### src/rtl/gs_pkg.sv
`timescale 1ns/1ps
package gs_pkg;

    // Two configuration bits per pin: direction in the low bit, polarity above it.
    localparam int unsigned FIELD_W = 2;

    typedef struct packed {
        logic pol;   // 1 = active-high
        logic dir;   // 1 = output
    } pin_mode_t;

    // A level counts as asserted when it equals the polarity bit.
    function automatic logic is_asserted(input logic lvl, input logic pol);
        return ~(lvl ^ pol);
    endfunction

endpackage

### src/rtl/gs_sync.sv
`timescale 1ns/1ps
module gs_sync #(
    parameter int unsigned NUM_PINS = 8,
    parameter int unsigned STAGES   = 2
) (
    input  logic                clk,
    input  logic                rst_n,
    input  logic [NUM_PINS-1:0] pin_i,
    output logic [NUM_PINS-1:0] lvl_o
);

    typedef struct packed {
        logic [STAGES-1:0][NUM_PINS-1:0] chain;
        logic                            running;
    } sync_state_t;

    sync_state_t st_d, st_q;

    always_comb begin
        st_d          = st_q;
        st_d.running  = 1'b1;
        st_d.chain[0] = pin_i;
        for (int s = 1; s < STAGES; s++) begin
            st_d.chain[s] = st_q.chain[s-1];
        end
    end

    always_ff @(posedge clk or negedge rst_n) begin
        if (!rst_n) st_q <= '0;
        else        st_q <= st_d;
    end

    assign lvl_o = st_q.chain[STAGES-1];

    // Each stage holds what its predecessor held one edge earlier (R4 latency).
    for (genvar s = 0; s < STAGES; s++) begin : g_chk
        if (s == 0) begin : g_first
            p_stage_step_r4: assert property (@(posedge clk) disable iff (!rst_n)
                st_q.running |-> st_q.chain[0] == $past(pin_i));
        end else begin : g_rest
            p_stage_step_r4: assert property (@(posedge clk) disable iff (!rst_n)
                st_q.running |-> st_q.chain[s] == $past(st_q.chain[s-1]));
        end
    end

endmodule

### src/rtl/gs_cfg_bank.sv
`timescale 1ns/1ps
module gs_cfg_bank
    import gs_pkg::*;
#(
    parameter int unsigned NUM_PINS = 8,
    parameter int unsigned ADDR_W   = 2
) (
    input  logic                              clk,
    input  logic                              rst_n,
    input  logic                              wr_en,
    input  logic [ADDR_W-1:0]                 addr,
    input  logic [NUM_PINS-1:0]               wdata,
    output logic [(NUM_PINS/(NUM_PINS/FIELD_W))*NUM_PINS-1:0] cfg_flat_o,
    output logic [NUM_PINS-1:0]               dir_o,
    output logic [NUM_PINS-1:0]               pol_o
);

    localparam int unsigned PPC     = NUM_PINS / FIELD_W;   // pins per register
    localparam int unsigned NUM_CFG = NUM_PINS / PPC;

    typedef struct packed {
        logic [NUM_CFG-1:0][NUM_PINS-1:0] regs;
    } cfg_state_t;

    cfg_state_t st_d, st_q;

    always_comb begin
        st_d = st_q;
        for (int k = 0; k < NUM_CFG; k++) begin
            if (wr_en && addr == ADDR_W'(k)) st_d.regs[k] = wdata;
        end
    end

    always_ff @(posedge clk or negedge rst_n) begin
        if (!rst_n) st_q <= '0;
        else        st_q <= st_d;
    end

    assign cfg_flat_o = st_q.regs;

    for (genvar n = 0; n < NUM_PINS; n++) begin : g_pin
        localparam int unsigned REG  = n / PPC;
        localparam int unsigned SLOT = n % PPC;
        pin_mode_t mode;
        assign mode     = pin_mode_t'(st_q.regs[REG][FIELD_W*SLOT +: FIELD_W]);
        assign dir_o[n] = mode.dir;
        assign pol_o[n] = mode.pol;
    end

    for (genvar k = 0; k < NUM_CFG; k++) begin : g_chk
        p_cfg_store_r10: assert property (@(posedge clk) disable iff (!rst_n)
            (wr_en && addr == ADDR_W'(k)) |=> st_q.regs[k] == $past(wdata));
    end

    p_cfg_idle_hold_r9: assert property (@(posedge clk) disable iff (!rst_n)
        !wr_en |=> $stable(st_q.regs));

endmodule

### src/rtl/gs_pin_core.sv
`timescale 1ns/1ps
module gs_pin_core
    import gs_pkg::*;
#(
    parameter int unsigned NUM_PINS = 8
) (
    input  logic                clk,
    input  logic                rst_n,
    input  logic                wr_stat_i,
    input  logic [NUM_PINS-1:0] wdata_i,
    input  logic [NUM_PINS-1:0] dir_i,
    input  logic [NUM_PINS-1:0] pol_i,
    input  logic [NUM_PINS-1:0] lvl_i,
    output logic [NUM_PINS-1:0] view_o,
    output logic [NUM_PINS-1:0] pin_out_o,
    output logic [NUM_PINS-1:0] pin_oe_o
);

    typedef struct packed {
        logic [NUM_PINS-1:0] drive;
    } core_state_t;

    core_state_t st_d, st_q;

    always_comb begin
        st_d = st_q;
        if (wr_stat_i) begin
            st_d.drive = (wdata_i & dir_i) | (st_q.drive & ~dir_i);
        end
    end

    always_ff @(posedge clk or negedge rst_n) begin
        if (!rst_n) st_q <= '0;
        else        st_q <= st_d;
    end

    for (genvar n = 0; n < NUM_PINS; n++) begin : g_pin
        logic seen;
        assign seen         = is_asserted(lvl_i[n], pol_i[n]);
        assign view_o[n]    = dir_i[n] ? st_q.drive[n] : seen;
        assign pin_out_o[n] = ~(st_q.drive[n] ^ pol_i[n]);
        assign pin_oe_o[n]  = dir_i[n];
    end

    p_drive_load_r6: assert property (@(posedge clk) disable iff (!rst_n)
        wr_stat_i |=> ((st_q.drive ^ $past(wdata_i)) & $past(dir_i)) == '0);

    p_input_locked_r7: assert property (@(posedge clk) disable iff (!rst_n)
        wr_stat_i |=> ((st_q.drive ^ $past(st_q.drive)) & ~$past(dir_i)) == '0);

    p_drive_retained_r8: assert property (@(posedge clk) disable iff (!rst_n)
        !wr_stat_i |=> $stable(st_q.drive));

endmodule

### src/rtl/gpio_polarity_status.sv
`timescale 1ns/1ps
module gpio_polarity_status
    import gs_pkg::*;
#(
    parameter int unsigned NUM_PINS    = 8,
    parameter int unsigned ADDR_W      = 2,
    parameter int unsigned SYNC_STAGES = 2
) (
    input  logic                clk,
    input  logic                rst_n,
    input  logic                wr_en,
    input  logic [ADDR_W-1:0]   addr,
    input  logic [NUM_PINS-1:0] wdata,
    output logic [NUM_PINS-1:0] rdata,
    input  logic [NUM_PINS-1:0] pin_in,
    output logic [NUM_PINS-1:0] pin_out,
    output logic [NUM_PINS-1:0] pin_oe
);

    localparam int unsigned PPC         = NUM_PINS / FIELD_W;
    localparam int unsigned NUM_CFG     = NUM_PINS / PPC;
    localparam int unsigned STATUS_ADDR = NUM_CFG;

    logic [NUM_CFG*NUM_PINS-1:0] cfg_flat;
    logic [NUM_PINS-1:0]         dir, pol, lvl, view;
    logic                        wr_stat;

    assign wr_stat = wr_en && (addr == ADDR_W'(STATUS_ADDR));

    gs_sync #(.NUM_PINS(NUM_PINS), .STAGES(SYNC_STAGES)) i_sync (
        .clk   (clk),
        .rst_n (rst_n),
        .pin_i (pin_in),
        .lvl_o (lvl)
    );

    gs_cfg_bank #(.NUM_PINS(NUM_PINS), .ADDR_W(ADDR_W)) i_cfg (
        .clk        (clk),
        .rst_n      (rst_n),
        .wr_en      (wr_en),
        .addr       (addr),
        .wdata      (wdata),
        .cfg_flat_o (cfg_flat),
        .dir_o      (dir),
        .pol_o      (pol)
    );

    gs_pin_core #(.NUM_PINS(NUM_PINS)) i_core (
        .clk       (clk),
        .rst_n     (rst_n),
        .wr_stat_i (wr_stat),
        .wdata_i   (wdata),
        .dir_i     (dir),
        .pol_i     (pol),
        .lvl_i     (lvl),
        .view_o    (view),
        .pin_out_o (pin_out),
        .pin_oe_o  (pin_oe)
    );

    always_comb begin
        rdata = '0;
        for (int k = 0; k < NUM_CFG; k++) begin
            if (addr == ADDR_W'(k)) rdata = cfg_flat[k*NUM_PINS +: NUM_PINS];
        end
        if (addr == ADDR_W'(STATUS_ADDR)) rdata = view;
    end

    // The enable of each pin follows the even bit of its configuration field.
    for (genvar n = 0; n < NUM_PINS; n++) begin : g_chk
        localparam int unsigned REG  = n / PPC;
        localparam int unsigned SLOT = n % PPC;
        p_oe_from_cfg_r5: assert property (@(posedge clk) disable iff (!rst_n)
            (wr_en && addr == ADDR_W'(REG)) |=> pin_oe[n] == $past(wdata[FIELD_W*SLOT]));
    end

    p_spare_write_inert_r9: assert property (@(posedge clk) disable iff (!rst_n)
        (wr_en && addr > ADDR_W'(STATUS_ADDR)) |=> ($stable(pin_oe) && $stable(pin_out)));

endmodule

### config.mk
export PLATFORM = sky130hd
export DESIGN_NAME = gpio_polarity_status
export DESIGN_NICKNAME = d
export VERILOG_FILES = /design/src/rtl/gs_pkg.sv /design/src/rtl/gs_sync.sv /design/src/rtl/gs_cfg_bank.sv /design/src/rtl/gs_pin_core.sv /design/src/rtl/gpio_polarity_status.sv
export SDC_FILE = /design/constraint.sdc
export NUM_CORES = 1
export LEC_CHECK = 0
export ABC_CLOCK_PERIOD_IN_PS = 1700
export BUFFER_PORTS_ARGS = -buffer_cell sky130_fd_sc_hd__buf_2
export CELL_PAD_IN_SITES_DETAIL_PLACEMENT = 0
export CELL_PAD_IN_SITES_GLOBAL_PLACEMENT = 1
export CORE_MARGIN = 5
export CORE_UTILIZATION = 29
export DETAILED_ROUTE_END_ITERATION = 7
export PLACE_DENSITY = 0.69
export SLEW_MARGIN = 20
export SYNTH_ARGS = -nofsm -noshare
export SYNTH_HDL_FRONTEND = slang
export SYNTH_SLANG_ARGS = --single-unit
### constraint.sdc
create_clock -name clk -period 1.7 [get_ports clk]
set_clock_uncertainty 0.15 [all_clocks]
set_input_delay 0.34 -clock clk [delete_from_list [all_inputs] [get_ports clk]]
set_output_delay 0.34 -clock clk [all_outputs]
set_load 0.02 [all_outputs]
# After elaboration in Yosys (flattened, before gate mapping)
# Index checks and enable logic that the tools add are counted.
word_totals:
  register_bits: 40
  in_bits: 21
  output_inout_bits: 24
  elab_cells: 58
classes:
  eq_ne: 2
  mux: 11
  bitwise_logic: 36
  n_reduce_logical: 4
op_table:
  columns: ["op", "count"]
  rows:
  - ["two-way mux 8 bit", 3]
  - ["AND 8 bit", 2]
  - ["NOT 1 bit", 16]
  - ["bitwise XOR 1 bit", 16]
  - ["two-way mux 1 bit", 8]
  - ["NOT 8 bit", 1]
  - ["bitwise OR 8 bit", 1]
  - ["logical AND 1 bit", 3]
  - ["== test 2 x 1 -> 1 bit (second input constant)", 1]
  - ["== test 2 bit (second input constant)", 1]
  - ["zero test 2 bit", 1]

# Logic depth before layout (Yosys ltp)
# Gate-level depths: netlist of the first run.
logic_depth:
  ltp_word: 4
  depth_mapped: 5
  ltp_nobuf: 3

# Hierarchy
# From an unflattened synthesis of the first run, not the netlist that was laid out.
hier_totals:
  hier_cells: 152
  area_unflattened_um2: 1969.4
modules_own_cells:
  columns: ["module", "n_inst", "cells_per_inst", "area_each_um2", "seq_area_each_um2"]
  rows:
  - ["gs_cfg_bank", 1, 50, 730.7, 400.4]
  - ["gs_pin_core", 1, 65, 631.9, 200.2]
  - ["gs_sync", 1, 16, 400.4, 400.4]
  - ["gpio_polarity_status", 1, 21, 206.4, 0.0]

# Least setup slack after synthesis of the first run
# Ideal clock, no wire load.
synth_path:
  kind: "input to output"
  start: "in addr[1]"
  end: "out rdata[4]"
  arrival_time_ns: 1.193
  required_time_ns: 1.210
  setup_slack_ns: 0.017
  stages: 5
  path_buffers: 2
  cell_sequence: "buf_4 buf_2 nor2_1 a2bb2oi_1 a21oi_1"
synth_between:
  elab_chain_len: 4
  word_cells_on_any_way: 6
  classes_between: "2 x eq/ne; 3 x mux; 1 x reduce/logical"
synth_rtl:
  columns: ["item", "line", "source"]
  rows:
  - ["from (decl)", "gpio_polarity_status.sv:12", "input logic [ADDR_W-1:0] addr,"]
  - ["zero test 2 bit", "gpio_polarity_status.sv:64", "if (addr == ADDR_W'(k)) rdata = cfg_flat[k*NUM_PINS +: NUM_PINS];"]
  - ["two-way mux 8 bit (2 in series)", "gpio_polarity_status.sv:64", null]
  - ["two-way mux 8 bit *", "gpio_polarity_status.sv:66", "if (addr == ADDR_W'(STATUS_ADDR)) rdata = view;"]
  - ["to (decl)", "gpio_polarity_status.sv:14", "output logic [NUM_PINS-1:0] rdata,"]
# Mark *: on every way between the ends. The rest lies on a longest branch, timed or not.

# Final worst setup path of the first run
layout_path:
  start: "reg i_cfg.st_q (netlist bit i_cfg.cfg_flat_o[3])"
  end: "out rdata[1]"
layout_between:
  elab_chain_len: 4
layout_rtl:
  columns: ["item", "line", "source"]
  rows:
  - ["from (decl)", "gs_cfg_bank.sv:25", "cfg_state_t st_d, st_q;"]
  - ["from (signal assigned)", "gs_cfg_bank.sv:36", "else st_q <= st_d;"]
  - ["bitwise XOR 1 bit", "gs_pkg.sv:14", "return ~(lvl ^ pol);"]
  - ["NOT 1 bit", "gs_pkg.sv:14", null]
  - ["two-way mux 1 bit", "gs_pin_core.sv:40", "assign view_o[n] = dir_i[n] ? st_q.drive[n] : seen;"]
  - ["two-way mux 8 bit", "gpio_polarity_status.sv:66", null]
# No other way between the ends.

==> results of run 1 <==
[worst max-delay path, cell delays in order (launching register included)]
cell and delay, ns:
dfrtp_2 0.45, xnor2_2 0.14, mux2i_1 0.16, a21oi_2 0.09, buf_4 0.16
[power by group through the flow]
stage,Clock [W],Combinational (W),Sequential (W)
floorplan,0,0.000669,0.00126
global placement,0,0.000900,0.00130
detailed placement,0,0.000908,0.00130
CTS,0.000694,0.00105,0.00127
global route,0.000733,0.00128,0.00133
finish,0.000665,0.00119,0.00130
[area by class of cell]
type | instances | area, um2
clock buffer | 7 | 96.3
fill | 565 | 3410
multi-input combinational | 85 | 805
sequential | 40 | 1000
tap | 75 | 93.8
timing repair buffer | 80 | 586
[cell families (layout without fill, tap and decap cells)]
family                    count (synthesis)  after routing  synth area share, %
AOI/OAI and AO/OA                        16             16                 6.02
and+or+nand+nor                          22             22                 6.65
muxes                                    31             31                 18.8
xor gates and xnor gates                 16             16                 7.76
DFF                                      40             40                 55.4
buffers and inverters                    13             87                 5.33
[cells in the final DEF, fill, tap and decap left out]
cell	instances
nor2b_2	1
xnor2_2	7
buf_6	6
and3b_1	1
a22oi_1	1
nand2_4	1
clkbuf_8	7
a21oi_2	3
xnor2_1	8
buf_4	35
nor3b_4	1
o21ai_1	1
mux2i_1	7
a21oi_1	4
dfrtp_2	3
dlygate4sd3_1	9
a2bb2oi_1	5
a2bb2oi_2	2
nand2b_1	1
xnor2_4	1
buf_12	1
nor2b_1	1
nand2_1	9
buf_2	29
nor2_1	7
dfrtp_1	37
mux2_2	24
[what timing repair did]
item                                   4_1_cts  5_1_grt
setup buffers                                8        2
setup endpoints to repair                    8       14
endpoints found under the hold margin       46        2
gates resized for setup                     14       25
pin swaps                                   12        5
hold buffers                                 7        2
[worst min-delay path by stage]
stage / start / end / slack, ns
after floorplan: rst_n / asynchronous set/reset pin / -0.11
after global placement: rst_n / i_sync.st_d[12]$_DFF_PN0_ / 0.18
after detailed placement: rst_n / i_sync.st_d[12]$_DFF_PN0_ / 0.18
after CTS: pin_in[4] / i_sync.st_d[13]$_DFF_PN0_ / 0.001
after global routing: wdata[1] / i_cfg.cfg_flat_o[1]$_DFFE_PN0P_ / 0.15
final: wdata[1] / i_cfg.cfg_flat_o[9]$_DFFE_PN0P_ / 0.16
[per-stage QoR]
step	total power, W	setup WS, ns	TNS (ns)	utilization, %
finish	0.00315	-0.0695	-0.381	43.1
global route	0.00334	-0.172	-1.13	43.1
CTS	0.00301	-0.124	-0.498	40.6
detailed placement	0.00221	-0.0237	-0.0436	36.1
global placement	0.00220	-0.0329	-0.0967	36.1
floorplan	0.00193	0.0166	0	-
[layer usage]
layer	wire length [um]	global-route usage (%)	vias up
met2	1740	16.8	32
met1	1960	16.2	626
met3	252	3.59	6
met5	0	0	-
met4	74	4.47	0
li1	-	-	613
==> results.md, run 1 <==
* H-Tree Depth at 2
* Final Max Tran Viols at 0
* CTS tree: yes
* Net Sw Power at slightly above 0.001 W
* Failing checks: negative setup slack
* Routed length per instance at between 10 and 15 um
* Number of synthesized flops with an enable pin at 0
* Vias at around 1300
* Async set-reset flop share out of synthesis at between 90% and 100%
* Placed cell count at approximately 260
* Num Clock Sinks at 40
* Worst-Margin Slew at 0.185 ns
* Final setup fails at 8
* Drt drc at 0
* Fraction of layout cells with a size suffix above 1 at a little under three fifths
* First-pass GRT wire length at between 6000 and 7000 um
* Nets at around 230
* Largest cells by area after synthesis: dfrtp_1, mux2_2, xnor2_1, buf_4, mux2i_1
* Internal power at ~0.0021 W
* Setup ws final at -0.0695 ns
* Die height at about 89 um
* Hold Slack at approximately 0.16 ns
* Worst Path Required at between 1 and 1.5 ns
* YS warnings at 0
* Root Driver: clkbuf_8
* First-pass DRT Iterations at 4
* Vias in the first global route at between 1000 and 1500
* Total GRT Usage at 11.6%
* Most numerous cell in the Yosys netlist: dfrtp_1
* Run status: complete, but fails checks
* Worst r2r path cells at 3
* Crit Path Class: reg -> out
* Register share of total power at a little over 40%
* Hold Crit Class: in -> reg
* TritonCTS buffer count at 5
* CP Max Fanout at 4
* Core area at ~6000 um2
* Pwr Density at 1220 nW/um2
* Ports at 45
* Syn nets at around 160
* Syn avg cell area at ~13 um2
* Area delta synth->final at 43.1%
* Critical Path AT at about 1.3 ns
* Switching share of total power at about a third
* Number of diodes at 0
* Worst r2r src: i_cfg.cfg_flat_o[4]$_DFFE_PN0P_
* Initial drt markers at between 60 and 70
* Grt ovf at 0
* Maxcap violations at 0
* Commonest cells in the synthesized netlist: dfrtp_1, mux2_2, xnor2_1
* CP Capture Point: rdata[1]
* Drt total wl at 4030 um
* Synth Register Bits at 40
* Port-buffer cells at between 40 and 50
* Fin area at between 2000 and 3000 um2
* RSZ-0062 raised after global routing: true
* Crit path from: i_cfg.cfg_flat_o[3]$_DFFE_PN0P_
* Seq/Total Area, Yosys at 55.4%
* Clock buffer depth at 2
* Maximum clock frequency at between 0.5 and 0.6 GHz
* P_leak at 1.20 nW
* Clock slew at reported path FFs at ~0.07 ns
* Fin crit period at roughly 1.8 ns
* Antenna violations before repair at 0
* Synth Flop Type: dfrtp_1
* Synth cell types at 19
* Routability Congestion at about 0.77
* Crit. End Element: primary output
* Top cell type's share of synthesized area at 55.4%
* Synth Instances at about 140
* Rel. slew slack at between 80 and 90%
* Hold Path Depth at 2
* DR vias/cell at approximately 4.4
* Post-synth top area cell: dfrtp_1
* Die area at between 7000 and 8000 um2
* Clock share of power at about a fifth
* Comb pwr share at 37.8%
* VDD IR max at between 0.0006 and 0.0007 V
* Largest net degree at the start of global routing at 41
* Number of routed nets with antenna violations at 0
* Initial Util at 30.2%
* Hpwl dp at between 2000 and 3000 um
* Fin crit share at 104%
* Crit path launch type: flop
* Layout Cells excl Fill at between 200 and 300
* Placed inst area at about 2200 um2
* Die X-Extent at approximately 89 um
* Final hold vios at 0
* Post-synthesis instance area at 1810 um2
* Clk_lat worst skew at about 0.29 ns
* FP Rows at 28
* Reg2Reg Setup Slack at roughly 0.46 ns
No activity file was read; power rests on OpenSTA's default activity.
==> run 2: changes to the inputs <==
--- a/config.mk
+++ b/config.mk
@@ -13,6 +13,8 @@
 export CORE_UTILIZATION = 29
 export DETAILED_ROUTE_END_ITERATION = 7
 export PLACE_DENSITY = 0.69
+export RECOVER_POWER = 100
+export SKIP_LAST_GASP = 1
 export SLEW_MARGIN = 20
 export SYNTH_ARGS = -nofsm -noshare
 export SYNTH_HDL_FRONTEND = slang
==> results.md, run 2 (synthesis results as in run 1) <==
* Run status: complete, but fails checks
* Failing checks: negative setup slack
* FILL cells at roughly 580
* Die height at just under 90 um
* Area delta synth->final at 38.0%
* Fin crit share at 105%
* CP Max Fanout at 5
* Initial Util at approximately 30%
* Core area at 5990 um2
* Hpwl dp at around 2900 um
* Most common cell after layout, fill and taps aside: dfrtp_1
* Post-layout util at between 40% and 50%
* First-pass DRT Iterations at 4
* TritonCTS buffer count at 5
* Port-buffer cells at 44
* Nets at ~230
* VDD IR max at slightly below 0.0007 V
* Final Max Tran Viols at 0
* Clk_lat worst skew at between 0.2 and 0.3 ns
* Root Driver: clkbuf_8
* Vias in the first global route at roughly 1300
* WHS Endpoint: i_cfg.cfg_flat_o[7]$_DFFE_PN0P_
* Die X-Extent at a little under 90 um
* Worst-Margin Slew at approximately 0.54 ns
* DR vias/cell at 4.45
* RSZ-0062 raised after global routing: true
* Maxcap violations at 0
* Fin crit period at ~1.8 ns
* Final hold vios at 0
* Pre-CTS WS at -0.0237 ns
* Hold Path Depth at 2
* FP Rows at 28
* Num Clock Sinks at 40
* Total GRT Usage at between 10% and 20%
* Largest net degree at the start of global routing at 41
* Number of diodes at 0
* Rel. slew slack at roughly 64%
* Layout Cells excl Fill at about 290
* Clock slew at reported path FFs at 0.07 ns
* CTS tree: yes
* H-Tree Depth at 2
* Crit path launch type: input port
* Pwr Density at between 1000 and 1500 nW/um2
* First-pass GRT wire length at a little under 7000 um
* P_leak at about 1.1 nW
* Hold path start: wdata[7]
* Hold Crit Class: in -> reg
* Die area at ~7900 um2
* Final setup fails at 10
* Vias at approximately 1300
* Grt ovf at 0
* Placed cell count at 261
* Setup ws final at -0.0830 ns
* Drt total wl at ~4000 um
* Critical Path AT at ~1.3 ns
* Maximum clock frequency at between 0.5 and 0.6 GHz
* Ports at 45
* Routability Congestion at ~0.77
* Final Power at just over 0.003 W
* Most frequent cells in the layout: dfrtp_1, buf_4, mux2_2, buf_2, clkbuf_1
* Area of the multi-input gates at around 770 um2
* Routed length per instance at 14.0 um
* Worst r2r src: i_cfg.cfg_flat_o[4]$_DFFE_PN0P_
* Clock buffer depth at 2
* Number of routed nets with antenna violations at 0
* Fraction of layout cells with a size suffix above 1 at between 40% and 50%
* Antenna violations before repair at 0
* Drt drc at 0
* Worst r2r path cells at 3
* Worst Path Required at 1.21 ns
* Reg2Reg Setup Slack at between 0.4 and 0.5 ns
* Register Area at 1000 um2
* Crit. End Element: primary output
* Initial drt markers at 58
* Crit Path Class: in -> out
run 2: timing repair:
item | 4_1_cts | 5_1_grt
setup endpoints to repair | 8 | 14
hold endpoints to repair | 46 | 2
pin swaps | 12 | 4
setup buffers | 8 | 2
hold buffers | 7 | 2
gates resized for setup | 11 | 25
run 2: worst max path at each step:
stage | cells after the start | end | from | slack [ns]
3_5_place_dp | 6 | rdata[6] | addr[1] | -0.02
2_1_floorplan | 5 | rdata[4] | addr[1] | 0.02
4_1_cts | 4 | rdata[1] | i_cfg.cfg_flat_o[3]$_DFFE_PN0P_ | -0.12
5_1_grt | 4 | rdata[0] | i_cfg.cfg_flat_o[1]$_DFFE_PN0P_ | -0.17
6_report | 6 | rdata[6] | addr[1] | -0.08
3_3_place_gp | 6 | rdata[6] | addr[1] | -0.03
run 2: critical path: stages:
cell and delay, ns:
clkbuf_1 0.19, clkbuf_1 0.25, nor2_1 0.08, a2bb2oi_1 0.14, a21oi_1 0.14, buf_4 0.16
run 2: report_power, final:
part | internal (W) | total (W) | switching (W)
clock | 0.000361 | 0.000665 | 0.000304
sequential | 0.00111 | 0.00129 | 0.000175
combinational | 0.000599 | 0.00112 | 0.000525
run 2: final cells by class:
cell class,count,area share [%]
repair buffers,80,21.3
flip-flops and latches,40,40.3
multi-input cells,85,30.8
clock buffers,7,3.87
well taps,75,3.77
run 2: through the flow:
| stage | hold slack [ns] | TNS, ns | area, um2 |
|---|---|---|---|
| final | 0.166 | -0.481 | 2490 |
| after CTS | 0.00106 | -0.539 | 2420 |
| after global placement | 0.176 | -0.0967 | 2160 |
| after detailed placement | 0.180 | -0.0436 | 2160 |
| after global routing | 0.150 | -1.33 | 2490 |
| after floorplan | -0.106 | 0 | 1810 |
run 2: metal layers:
| metal | vias up | track usage (%) | part of all wire [%] |
|---|---|---|---|
| met1 | 628 | 16.2 | 49 |
| met5 | - | 0 | 0 |
| li1 | 615 | - | - |
| met2 | 29 | 16.7 | 43 |
| met3 | 6 | 3.59 | 5.7 |
| met4 | 0 | 4.47 | 1.8 |
==> run 3: changes to the inputs <==
--- a/config.mk
+++ b/config.mk
@@ -13,7 +13,7 @@
 export CORE_UTILIZATION = 29
 export DETAILED_ROUTE_END_ITERATION = 7
 export PLACE_DENSITY = 0.69
-export RECOVER_POWER = 100
+export RECOVER_POWER = 50
 export SKIP_LAST_GASP = 1
 export SLEW_MARGIN = 20
 export SYNTH_ARGS = -nofsm -noshare
==> results.md, run 3 (synthesis results as in run 1) <==
* Run status: complete, but fails checks
* Failing checks: negative setup slack
* Final Power at around 0.0031 W
* Clock share of power at between 20% and 30%
* Nets at 233
* Clock buffer depth at 2
* RSZ-0062 raised after global routing: true
* Largest net degree at the start of global routing at 41
* Drt total wl at between 4000 and 5000 um
* Number of routed nets with antenna violations at 0
* Register share of total power at 41.4%
* First-pass DRT Iterations at 4
* Routed length per instance at ~14 um
* Setup ws final at -0.0694 ns
* Internal power at roughly 0.0021 W
* Register Area at 1000 um2
* Critical Path AT at between 1 and 1.5 ns
* VDD IR max at 0.000675 V
* Port-buffer cells at 44
* Post-layout util at a little over two fifths
* First-pass GRT wire length at a little under 7000 um
* Worst Path Required at about 1.2 ns
* H-Tree Depth at 2
* Grt ovf at 0
* Crit. End Element: primary output
* Clk_lat worst skew at ~0.29 ns
* TritonCTS buffer count at 5
* Total GRT Usage at 11.6%
* Num Clock Sinks at 40
* Most frequent cells in the layout: dfrtp_1, buf_4, buf_2
* Crit Path Class: reg -> out
* Drt drc at 0
* Most common cell after layout, fill and taps aside: dfrtp_1
* Ports at 45
* Die X-Extent at 88.9 um
* Vias at roughly 1300
* Comb pwr share at between 30% and 40%
* Fin crit share at 104%
* Maximum clock frequency at 0.565 GHz
* Die height at 88.9 um
* Initial drt markers at a little under 60
* Core area at 5990 um2
* CP Max Fanout at 4
* Root Driver: clkbuf_8
* Worst-Margin Slew at 0.538 ns
* FP Rows at 28
* CTS tree: yes
* Die area at 7910 um2
* Number of diodes at 0
* Initial Util at 30.2%
* Worst r2r path cells at 3
* Vias in the first global route at approximately 1300
* Pwr Density at between 1000 and 1500 nW/um2
* FILL cells at between 500 and 600
* Hpwl dp at about 2900 um
* Hold Slack at 0.166 ns
* Fraction of layout cells with a size suffix above 1 at between 50% and 60%
* Maxcap violations at 0
* Fin crit period at 1.77 ns
* Clock slew at reported path FFs at ~0.07 ns
* P_leak at 1.18 nW
* Routability Congestion at between 0.7 and 0.8
* Final hold vios at 0
* DR vias/cell at 4.39
* Final setup fails at 9
* Rel. slew slack at around 64%
* Fin Setup TNS at -0.398 ns
* Area delta synth->final at 41.2%
* Worst r2r src: i_cfg.cfg_flat_o[4]$_DFFE_PN0P_
* Crit path launch type: flop
* Area of the multi-input gates at just under 800 um2
* Antenna violations before repair at 0
* CP Capture Point: pin_out[1]
* Crit path from: i_cfg.cfg_flat_o[3]$_DFFE_PN0P_
* Pre-CTS WS at -0.0237 ns
* Switching share of total power at about 32%
* Net Sw Power at 0.00101 W
* Reg2Reg Setup Slack at 0.46 ns
* Final Max Tran Viols at 0
* Hold Crit Class: in -> reg
-- run 3: routing by layer --
metal	GRT usage, %	vias to the layer above	share of wire, %
met3	3.59	6	5.7
met5	0	-	0
met4	4.47	0	1.8
met2	16.7	29	43
li1	-	614	-
met1	16.2	612	49
-- run 3: power groups by stage --
stage | combinational [W] | sequential (W) | clock, W
6_report | 0.00116 | 0.00129 | 0.000665
3_5_place_dp | 0.000908 | 0.00130 | 0
4_1_cts | 0.00102 | 0.00127 | 0.000694
3_3_place_gp | 0.000900 | 0.00130 | 0
2_1_floorplan | 0.000669 | 0.00126 | 0
5_1_grt | 0.00124 | 0.00132 | 0.000733
-- run 3: worst min-delay path by stage --
stage,slack [ns],end,startpoint,cells past startpoint
global placement,0.18,i_sync.st_d[12]$_DFF_PN0_,rst_n,2
CTS,0.001,i_sync.st_d[13]$_DFF_PN0_,pin_in[4],1
detailed placement,0.18,i_sync.st_d[12]$_DFF_PN0_,rst_n,2
finish,0.17,i_cfg.cfg_flat_o[7]$_DFFE_PN0P_,wdata[7],2
floorplan,-0.11,asynchronous set/reset pin,rst_n,0
global route,0.15,i_cfg.cfg_flat_o[1]$_DFFE_PN0P_,wdata[1],2
-- run 3: cell type report --
class / instances / share of cell area, %
well taps: 75 / 3.68
clock buffers: 7 / 3.78
multi-input cells: 85 / 30.8
flip-flops and latches: 40 / 39.4
repair buffers: 80 / 22.4
-- run 3: critical path, cell delays in order, from the launching register on --
cell and delay, ns:
dfrtp_2 0.45, buf_4 0.15, buf_6 0.11, xnor2_2 0.14, buf_4 0.16
-- run 3: repair_timing --
action	in CTS	in global routing
endpoints found under the hold margin	46	2
pin swaps	12	4
setup buffers	8	2
endpoints found under the setup margin	8	14
gates resized for setup	11	25
hold buffers	7	2
-- run 3: through the flow --
stage	cells	instance area [um2]
4_1_cts	283	2420
5_1_grt	287	2550
3_5_place_dp	261	2160
6_report	287	2550
3_3_place_gp	261	2160
2_1_floorplan	138	1810
